[src/rtl/idxdma_pkg.sv]
package idxdma_pkg;

  localparam logic [1:0] MODE_GATHER  = 2'd0;
  localparam logic [1:0] MODE_SCATTER = 2'd1;
  localparam logic [1:0] MODE_BOTH    = 2'd2;
  localparam logic [2:0] OP_ADD       = 3'd1;

  typedef enum logic [3:0] {
    ST_IDLE,
    ST_IXRD,
    ST_IXGOT,
    ST_SRD,
    ST_SGOT,
    ST_DRD,
    ST_DGOT,
    ST_WR,
    ST_WAIT,
    ST_NEXT,
    ST_FIN
  } xfer_st_t;

endpackage

[src/rtl/cfg_check.sv]
module cfg_check #(
  parameter int MAX_CNT  = 4096,
  parameter int CHANNELS = 128,
  parameter int CNT_IN_W = 16
) (
  input  logic [7:0]          flags,
  input  logic [7:0]          chan,
  input  logic [15:0]         rsvd,
  input  logic [CNT_IN_W-1:0] count,
  output logic                ok
);
  logic mode_ok, dims_ok, misc_ok, cnt_ok;

  assign mode_ok = (flags[1:0] != 2'd3);
  // only the X dimension exists here, so both dim fields must be zero
  assign dims_ok = (flags[7:4] == 4'd0);
  assign misc_ok = (rsvd == 16'd0) && (chan == 8'(CHANNELS));
  assign cnt_ok  = (count <= CNT_IN_W'(MAX_CNT));
  assign ok      = mode_ok && dims_ok && misc_ok && cnt_ok;
endmodule

[src/rtl/leg_addr.sv]
module leg_addr #(
  parameter int ADDR_W = 32,
  parameter int IDX_W  = 32,
  parameter int CNT_W  = 13
) (
  input  logic [ADDR_W-1:0] base,
  input  logic [ADDR_W-1:0] step,
  input  logic              use_idx,
  input  logic [IDX_W-1:0]  idx,
  input  logic [CNT_W-1:0]  pos,
  output logic [ADDR_W-1:0] addr
);
  logic [ADDR_W-1:0] off;

  assign off  = use_idx ? ADDR_W'(idx) : ADDR_W'(pos);
  assign addr = base + off * step;
endmodule

[src/rtl/idx_xfer_engine.sv]
module idx_xfer_engine
  import idxdma_pkg::*;
#(
  parameter int ADDR_W   = 32,
  parameter int DATA_W   = 32,
  parameter int IDX_W    = 32,
  parameter int IX_AW    = 16,
  parameter int CNT_IN_W = 16,
  parameter int MAX_CNT  = 4096,
  parameter int CHANNELS = 128
) (
  input  logic                clk,
  input  logic                rst,
  input  logic                start,
  input  logic [7:0]          cfg_flags,
  input  logic [2:0]          cfg_op,
  input  logic [7:0]          cfg_chan,
  input  logic [15:0]         cfg_rsvd,
  input  logic [CNT_IN_W-1:0] cfg_count,
  input  logic [ADDR_W-1:0]   src_base,
  input  logic [ADDR_W-1:0]   src_step,
  input  logic [ADDR_W-1:0]   dst_base,
  input  logic [ADDR_W-1:0]   dst_step,
  input  logic [IDX_W-1:0]    src_bound,
  input  logic [IDX_W-1:0]    dst_bound,
  input  logic [IX_AW-1:0]    src_ix_base,
  input  logic [IX_AW-1:0]    dst_ix_base,
  output logic                ix_req,
  output logic [IX_AW-1:0]    ix_addr,
  input  logic [IDX_W-1:0]    ix_rdata,
  output logic                mem_req,
  output logic                mem_we,
  output logic [ADDR_W-1:0]   mem_addr,
  output logic [DATA_W-1:0]   mem_wdata,
  input  logic [DATA_W-1:0]   mem_rdata,
  output logic                busy,
  output logic                done,
  output logic                rejected,
  output logic                oob_err,
  output logic [12:0]         err_pos
);
  localparam int CNT_W = $clog2(MAX_CNT + 1);
  localparam int NLEG  = 2;

  xfer_st_t st, ret_st;
  logic             cfg_ok;
  logic [1:0]       mode_q;
  logic             hard_q, acc_q, leg_sel;
  logic [CNT_W-1:0] pos, cnt_q;
  logic [DATA_W-1:0] sdat, ddat;

  logic [ADDR_W-1:0] leg_base  [NLEG];
  logic [ADDR_W-1:0] leg_step  [NLEG];
  logic [IDX_W-1:0]  leg_bound [NLEG];
  logic [IX_AW-1:0]  leg_ixb   [NLEG];
  logic [IDX_W-1:0]  leg_idx   [NLEG];
  logic              leg_ix    [NLEG];
  logic [ADDR_W-1:0] leg_ea    [NLEG];

  cfg_check #(.MAX_CNT(MAX_CNT), .CHANNELS(CHANNELS), .CNT_IN_W(CNT_IN_W)) u_chk (
    .flags(cfg_flags), .chan(cfg_chan), .rsvd(cfg_rsvd), .count(cfg_count), .ok(cfg_ok)
  );

  // leg 0 = source, leg 1 = destination
  assign leg_ix[0] = (mode_q != MODE_SCATTER);
  assign leg_ix[1] = (mode_q != MODE_GATHER);

  generate
    for (genvar g = 0; g < NLEG; g++) begin : g_leg
      leg_addr #(.ADDR_W(ADDR_W), .IDX_W(IDX_W), .CNT_W(CNT_W)) u_addr (
        .base(leg_base[g]), .step(leg_step[g]), .use_idx(leg_ix[g]),
        .idx(leg_idx[g]), .pos(pos), .addr(leg_ea[g])
      );
    end
  endgenerate

  assign busy = (st != ST_IDLE);

  always_ff @(posedge clk) begin
    if (rst) begin
      st        <= ST_IDLE;
      ret_st    <= ST_IDLE;
      mode_q    <= MODE_GATHER;
      hard_q    <= 1'b0;
      acc_q     <= 1'b0;
      leg_sel   <= 1'b0;
      pos       <= '0;
      cnt_q     <= '0;
      sdat      <= '0;
      ddat      <= '0;
      ix_req    <= 1'b0;
      ix_addr   <= '0;
      mem_req   <= 1'b0;
      mem_we    <= 1'b0;
      mem_addr  <= '0;
      mem_wdata <= '0;
      done      <= 1'b0;
      rejected  <= 1'b0;
      oob_err   <= 1'b0;
      err_pos   <= '0;
      for (int k = 0; k < NLEG; k++) begin
        leg_base[k]  <= '0;
        leg_step[k]  <= '0;
        leg_bound[k] <= '0;
        leg_ixb[k]   <= '0;
        leg_idx[k]   <= '0;
      end
    end else begin
      done <= 1'b0;
      case (st)
        ST_IDLE: if (start) begin
          mode_q       <= cfg_flags[1:0];
          hard_q       <= cfg_flags[2];
          acc_q        <= cfg_flags[3] && (cfg_op == OP_ADD);
          leg_base[0]  <= src_base;
          leg_base[1]  <= dst_base;
          leg_step[0]  <= src_step;
          leg_step[1]  <= dst_step;
          leg_bound[0] <= src_bound;
          leg_bound[1] <= dst_bound;
          leg_ixb[0]   <= src_ix_base;
          leg_ixb[1]   <= dst_ix_base;
          cnt_q        <= cfg_count[CNT_W-1:0];
          pos          <= '0;
          rejected     <= !cfg_ok;
          oob_err      <= 1'b0;
          err_pos      <= '0;
          leg_sel      <= (cfg_flags[1:0] == MODE_SCATTER);
          st           <= (!cfg_ok || cfg_count == '0) ? ST_FIN : ST_IXRD;
        end
        ST_IXRD: begin
          ix_req  <= 1'b1;
          ix_addr <= leg_ixb[leg_sel] + IX_AW'(pos);
          ret_st  <= ST_IXGOT;
          st      <= ST_WAIT;
        end
        ST_WAIT: begin
          ix_req  <= 1'b0;
          mem_req <= 1'b0;
          mem_we  <= 1'b0;
          st      <= ret_st;
        end
        ST_IXGOT: begin
          leg_idx[leg_sel] <= ix_rdata;
          if (ix_rdata > leg_bound[leg_sel]) begin
            if (hard_q) begin
              oob_err <= 1'b1;
              err_pos <= 13'(pos);
              st      <= ST_FIN;
            end else begin
              st <= ST_NEXT;
            end
          end else if (!leg_sel && leg_ix[1]) begin
            leg_sel <= 1'b1;
            st      <= ST_IXRD;
          end else begin
            st <= ST_SRD;
          end
        end
        ST_SRD: begin
          mem_req  <= 1'b1;
          mem_addr <= leg_ea[0];
          ret_st   <= ST_SGOT;
          st       <= ST_WAIT;
        end
        ST_SGOT: begin
          sdat <= mem_rdata;
          st   <= acc_q ? ST_DRD : ST_WR;
        end
        ST_DRD: begin
          mem_req  <= 1'b1;
          mem_addr <= leg_ea[1];
          ret_st   <= ST_DGOT;
          st       <= ST_WAIT;
        end
        ST_DGOT: begin
          ddat <= mem_rdata;
          st   <= ST_WR;
        end
        ST_WR: begin
          mem_req   <= 1'b1;
          mem_we    <= 1'b1;
          mem_addr  <= leg_ea[1];
          mem_wdata <= acc_q ? (sdat + ddat) : sdat;
          ret_st    <= ST_NEXT;
          st        <= ST_WAIT;
        end
        ST_NEXT: begin
          if (pos == cnt_q - 1'b1) begin
            st <= ST_FIN;
          end else begin
            pos     <= pos + 1'b1;
            leg_sel <= (mode_q == MODE_SCATTER);
            st      <= ST_IXRD;
          end
        end
        ST_FIN: begin
          done <= 1'b1;
          st   <= ST_IDLE;
        end
        default: st <= ST_IDLE;
      endcase
    end
  end

  AST_REJECT_QUIET: assert property (@(posedge clk) disable iff (rst)
    rejected |-> (!mem_req && !ix_req));
  AST_HALT_NO_WRITE: assert property (@(posedge clk) disable iff (rst)
    oob_err |-> !mem_we);
  AST_ERR_POS_RANGE: assert property (@(posedge clk) disable iff (rst)
    oob_err |-> (err_pos < 13'(cnt_q)));
  AST_ONE_REQUEST: assert property (@(posedge clk) disable iff (rst)
    !(mem_req && ix_req));
  AST_IDLE_QUIET: assert property (@(posedge clk) disable iff (rst)
    !busy |-> (!mem_req && !ix_req));
  AST_DONE_SINGLE: assert property (@(posedge clk) disable iff (rst)
    done |=> !done);
endmodule

[config.mk]
export PLATFORM = sky130hd
export DESIGN_NAME = idx_xfer_engine
export DESIGN_NICKNAME = d
export VERILOG_FILES = /design/src/rtl/idxdma_pkg.sv /design/src/rtl/cfg_check.sv /design/src/rtl/leg_addr.sv /design/src/rtl/idx_xfer_engine.sv
export SDC_FILE = /design/constraint.sdc
export NUM_CORES = 2
export LEC_CHECK = 0
export BUFFER_PORTS_ARGS = -buffer_cell sky130_fd_sc_hd__buf_4
export CORE_ASPECT_RATIO = 0.75
export CORE_UTILIZATION = 45
export DETAILED_ROUTE_END_ITERATION = 10
export PLACE_DENSITY = 0.75
export RECOVER_POWER = 50
export SETUP_SLACK_MARGIN = 0.15
export SYNTH_ARGS = -nofsm -noshare
export SYNTH_HDL_FRONTEND = slang
export SYNTH_SLANG_ARGS = --single-unit
[constraint.sdc]
create_clock -name clk -period 12.95 [get_ports clk]
set_input_delay 1.295 -clock clk [delete_from_list [all_inputs] [get_ports clk]]
set_output_delay 1.295 -clock clk [all_outputs]
set_load 0.01 [all_outputs]
==> results_dict.tcl <==
set metrics [dict create \
    use_met1_pct 36.18 \
    hold_viol 0 \
    synth-main-ff-cell "edfxtp_1" \
    via_per_inst 5.460 \
    cap_violations 9 \
    synth_compound_area_share_pct 6.399 \
    drt_iter0_drc 3643 \
    slew-limit-headroom_pct -126.6 \
    max_stage_delay_ns 3.42 \
    die_y_um 308.8 \
    postCtsSetupBuffers 0 \
    met2_usage_pct 40.49 \
    rrSetupSlack_ns 3.93 \
    grt_max_degree 171 \
    reg2reg_depth 28 \
    synth_area_leaders "fa_1, edfxtp_1, ha_1, dfxtp_1, inv_1" \
    cp-startpoint "rst" \
    status "finished, violations left" \
    final_area_um2 62340 \
    crit_type "primary input to flop" \
    synthAdderAreaFrac_pct 38.35 \
    synth_cells 5942 \
    htreeDepth 2 \
    finalCritPeriodShare_pct 80.21 \
    synth_edf_count 288 \
    postRouteAntennaNets 0 \
    drive_gt1_share_pct 8.765 \
    fmax_mhz 96.27 \
    yosysTopAreaCellShare_pct 31.13 \
    yosysUniqueCellTypes 78 \
    grt_pass1_vias 44640 \
    period_needed_ns 10.39 \
    wire_per_inst_um 20.65 \
    seq_area_frac_synth_pct 22.48 \
    fin_nets 7685 \
    ys_ff_latch 490 \
    hold_path.class "flop to flop" \
    clk_pin_slew_ns 0.06 \
    synth_warnings 0 \
    finalSetupTns_ns 0 \
    drc 0 \
    synthXorXnorAreaFrac_pct 3.499 \
    worstMarginPinSlew_ns 3.399 \
    core_area_um2 124400 \
    synth_top_family_by_area "adder cells" \
    endpoint_kind "flop" \
    antenna_found_initial 15 \
    synth_top_area_cell "fa_1" \
    num_vias 42860 \
    endpoint "leg_base[0][13]" \
    grt_pass1_wl_mm 254.3 \
    top_usage_layer "met2" \
    cts_sinks 490 \
    area_growth_pct 10.40 \
    cp.buffers_inverters 3 \
    path_cells "clkbuf_1, clkinvlp_2, nand2_1, buf_12" \
    skew_ns 0.04791 \
    cts_max_path_buffers 3 \
    clk_latency_ns 0.69 \
    cts_buffers 54 \
    post_cts_resized 0 \
    yosys-mux-area-fraction_pct 1.697 \
    r2r-end "mem_addr[31]" \
    cp_max_fo 170 \
    cts_tree "built" \
    cts_hold_buffers 0 \
    io_buffers 441 \
    rsz0062_at_grt "false" \
    rr_startpoint "mode_q[1]" \
    mostFrequentLayoutCell "inv_1" \
    violations "capacitance limit, slew limit" \
    wl_mm 162.1 \
    cp_slowest_cell "nand2_1" \
    setup_violations 0 \
    num_rows 112 \
    worst_setup_path_start_kind "primary input" \
    critical_path.top_delay_family "buffers and inverters" \
    final_cell_mix "inv_1, fa_1, nand2_1" \
    ios 442 \
    cts_root_buffer "clkbuf_16" \
    use_met3_pct 5.208 \
    die_w_um 411.0 \
    avgSynthCellArea_um2 9.503 \
    slew_viol_final 568 \
    firstDrtPassIters 6 \
    crit_cells 4 \
    worstHoldStart "ddat[17]" \
    synthArstFlopShare_pct 0 \
    dieArea_um2 126900 \
    synth-simple-area-share_pct 18.41 \
    initial_core_util_pct 45.38 \
    synth_nets 7488 \
    cp.required_ns 13.22 \
    dp_hpwl_mm 127.3 \
    synth_area_um2 56470 \
    gp_congestion 0.9429 \
    post_layout_nonfiller_instances 7850 \
    placed_area_um2 61000 \
    placedCellCount 7736 \
    grt_overflow 0 \
    crit_arrival_ns 10.66 \
    grt_use_total_pct 25.80 \
]
## flip-flops by register name (all words and copies together), names as in the netlist, 64 cells and up, named ones only
name       cells
leg_base      64
leg_step      64
leg_idx       64
leg_bound     64
## stage by stage
step           worst slack, ns  util (%)  hold WS [ns]
2_1_floorplan            4.144         -        0.4363
3_5_place_dp             4.087     49.02        0.4456
3_3_place_gp             4.338     49.02        0.4408
6_report                 2.563     50.10        0.4603
5_1_grt                  1.696     50.08        0.4775
4_1_cts                  4.015     50.42        0.4619
## worst register-to-register path, delay by kind of cell, from the launching register on
family	cells	cell delay (ns)
adders and majority gates	9	3.97
AOI/OAI and AO/OA	7	1.69
and+or+nand+nor	5	1.67
buffers and inverters	6	0.98
DFF	1	0.41
xor gates and xnor gates	1	0.15
## layout make-up
class                           count  area, um^2
Antenna cell                       13       32.53
Multi-Input combinational cell   4079       38640
Sequential cell                   490       12690
Fill cell                       11430       62100
Timing Repair Buffer              500        3361
Inverter                         1014        3807
Clock buffer                       71        1456
Tap cell                         1653        2068
Clock inverter                     30       277.8
## layer usage
layer / share of wire (%) / up-vias / routed length (um)
met3: 9.4 / 243 / 15280
met1: 43 / 21540 / 69220
met5: 0.035 / - / 57
met4: 2.9 / 8 / 4735
met2: 45 / 1865 / 72850
li1: - / 19210 / -
## Yosys cell counts (all sizes together), types with 4 or more instances
cell and n:
and4 6, a311oi 12, edfxtp 288, o211ai 19, xnor2 165, a22oi 4
or4 5, a21boi 5, nand2 654, and3 460, o21a 22, nor3b 7
a2111oi 8, a211o 5, o21bai 12, ha 326, clkbuf 342, a21o 47
nor2b 18, a221oi 7, nand3 88, a31oi 18, dfxtp 202, nor3 30
and2 508, nand4 14, nor4 17, a21oi 232, nand3b 4, nor4b 4
a211oi 60, o22ai 6, nand2b 18, inv 1014, or3 12, nor2 132
or2 7, mux2 38, fa 878, xor2 58, mux2i 53, buf 17
o21ai 79
## kinds of logic after synthesis
logic type,count (synthesis)
simple gates,1985
buf+inv,1373
fa+ha+maj,1204
compound gates,575
flops,490
xor+xnor,224
mux,91
## how the worst min path moves through the flow
stage	endpoint	cells after the start
CTS	ddat[16]	2
floorplan	hard_q	2
global placement	ix_addr[2]	2
detailed placement	ix_addr[11]	2
global route	ddat[25]	2
finish	ddat[17]	2
Power is not shown: default switching activity piles up to over one toggle a cycle in this logic, so the estimate is an artifact.
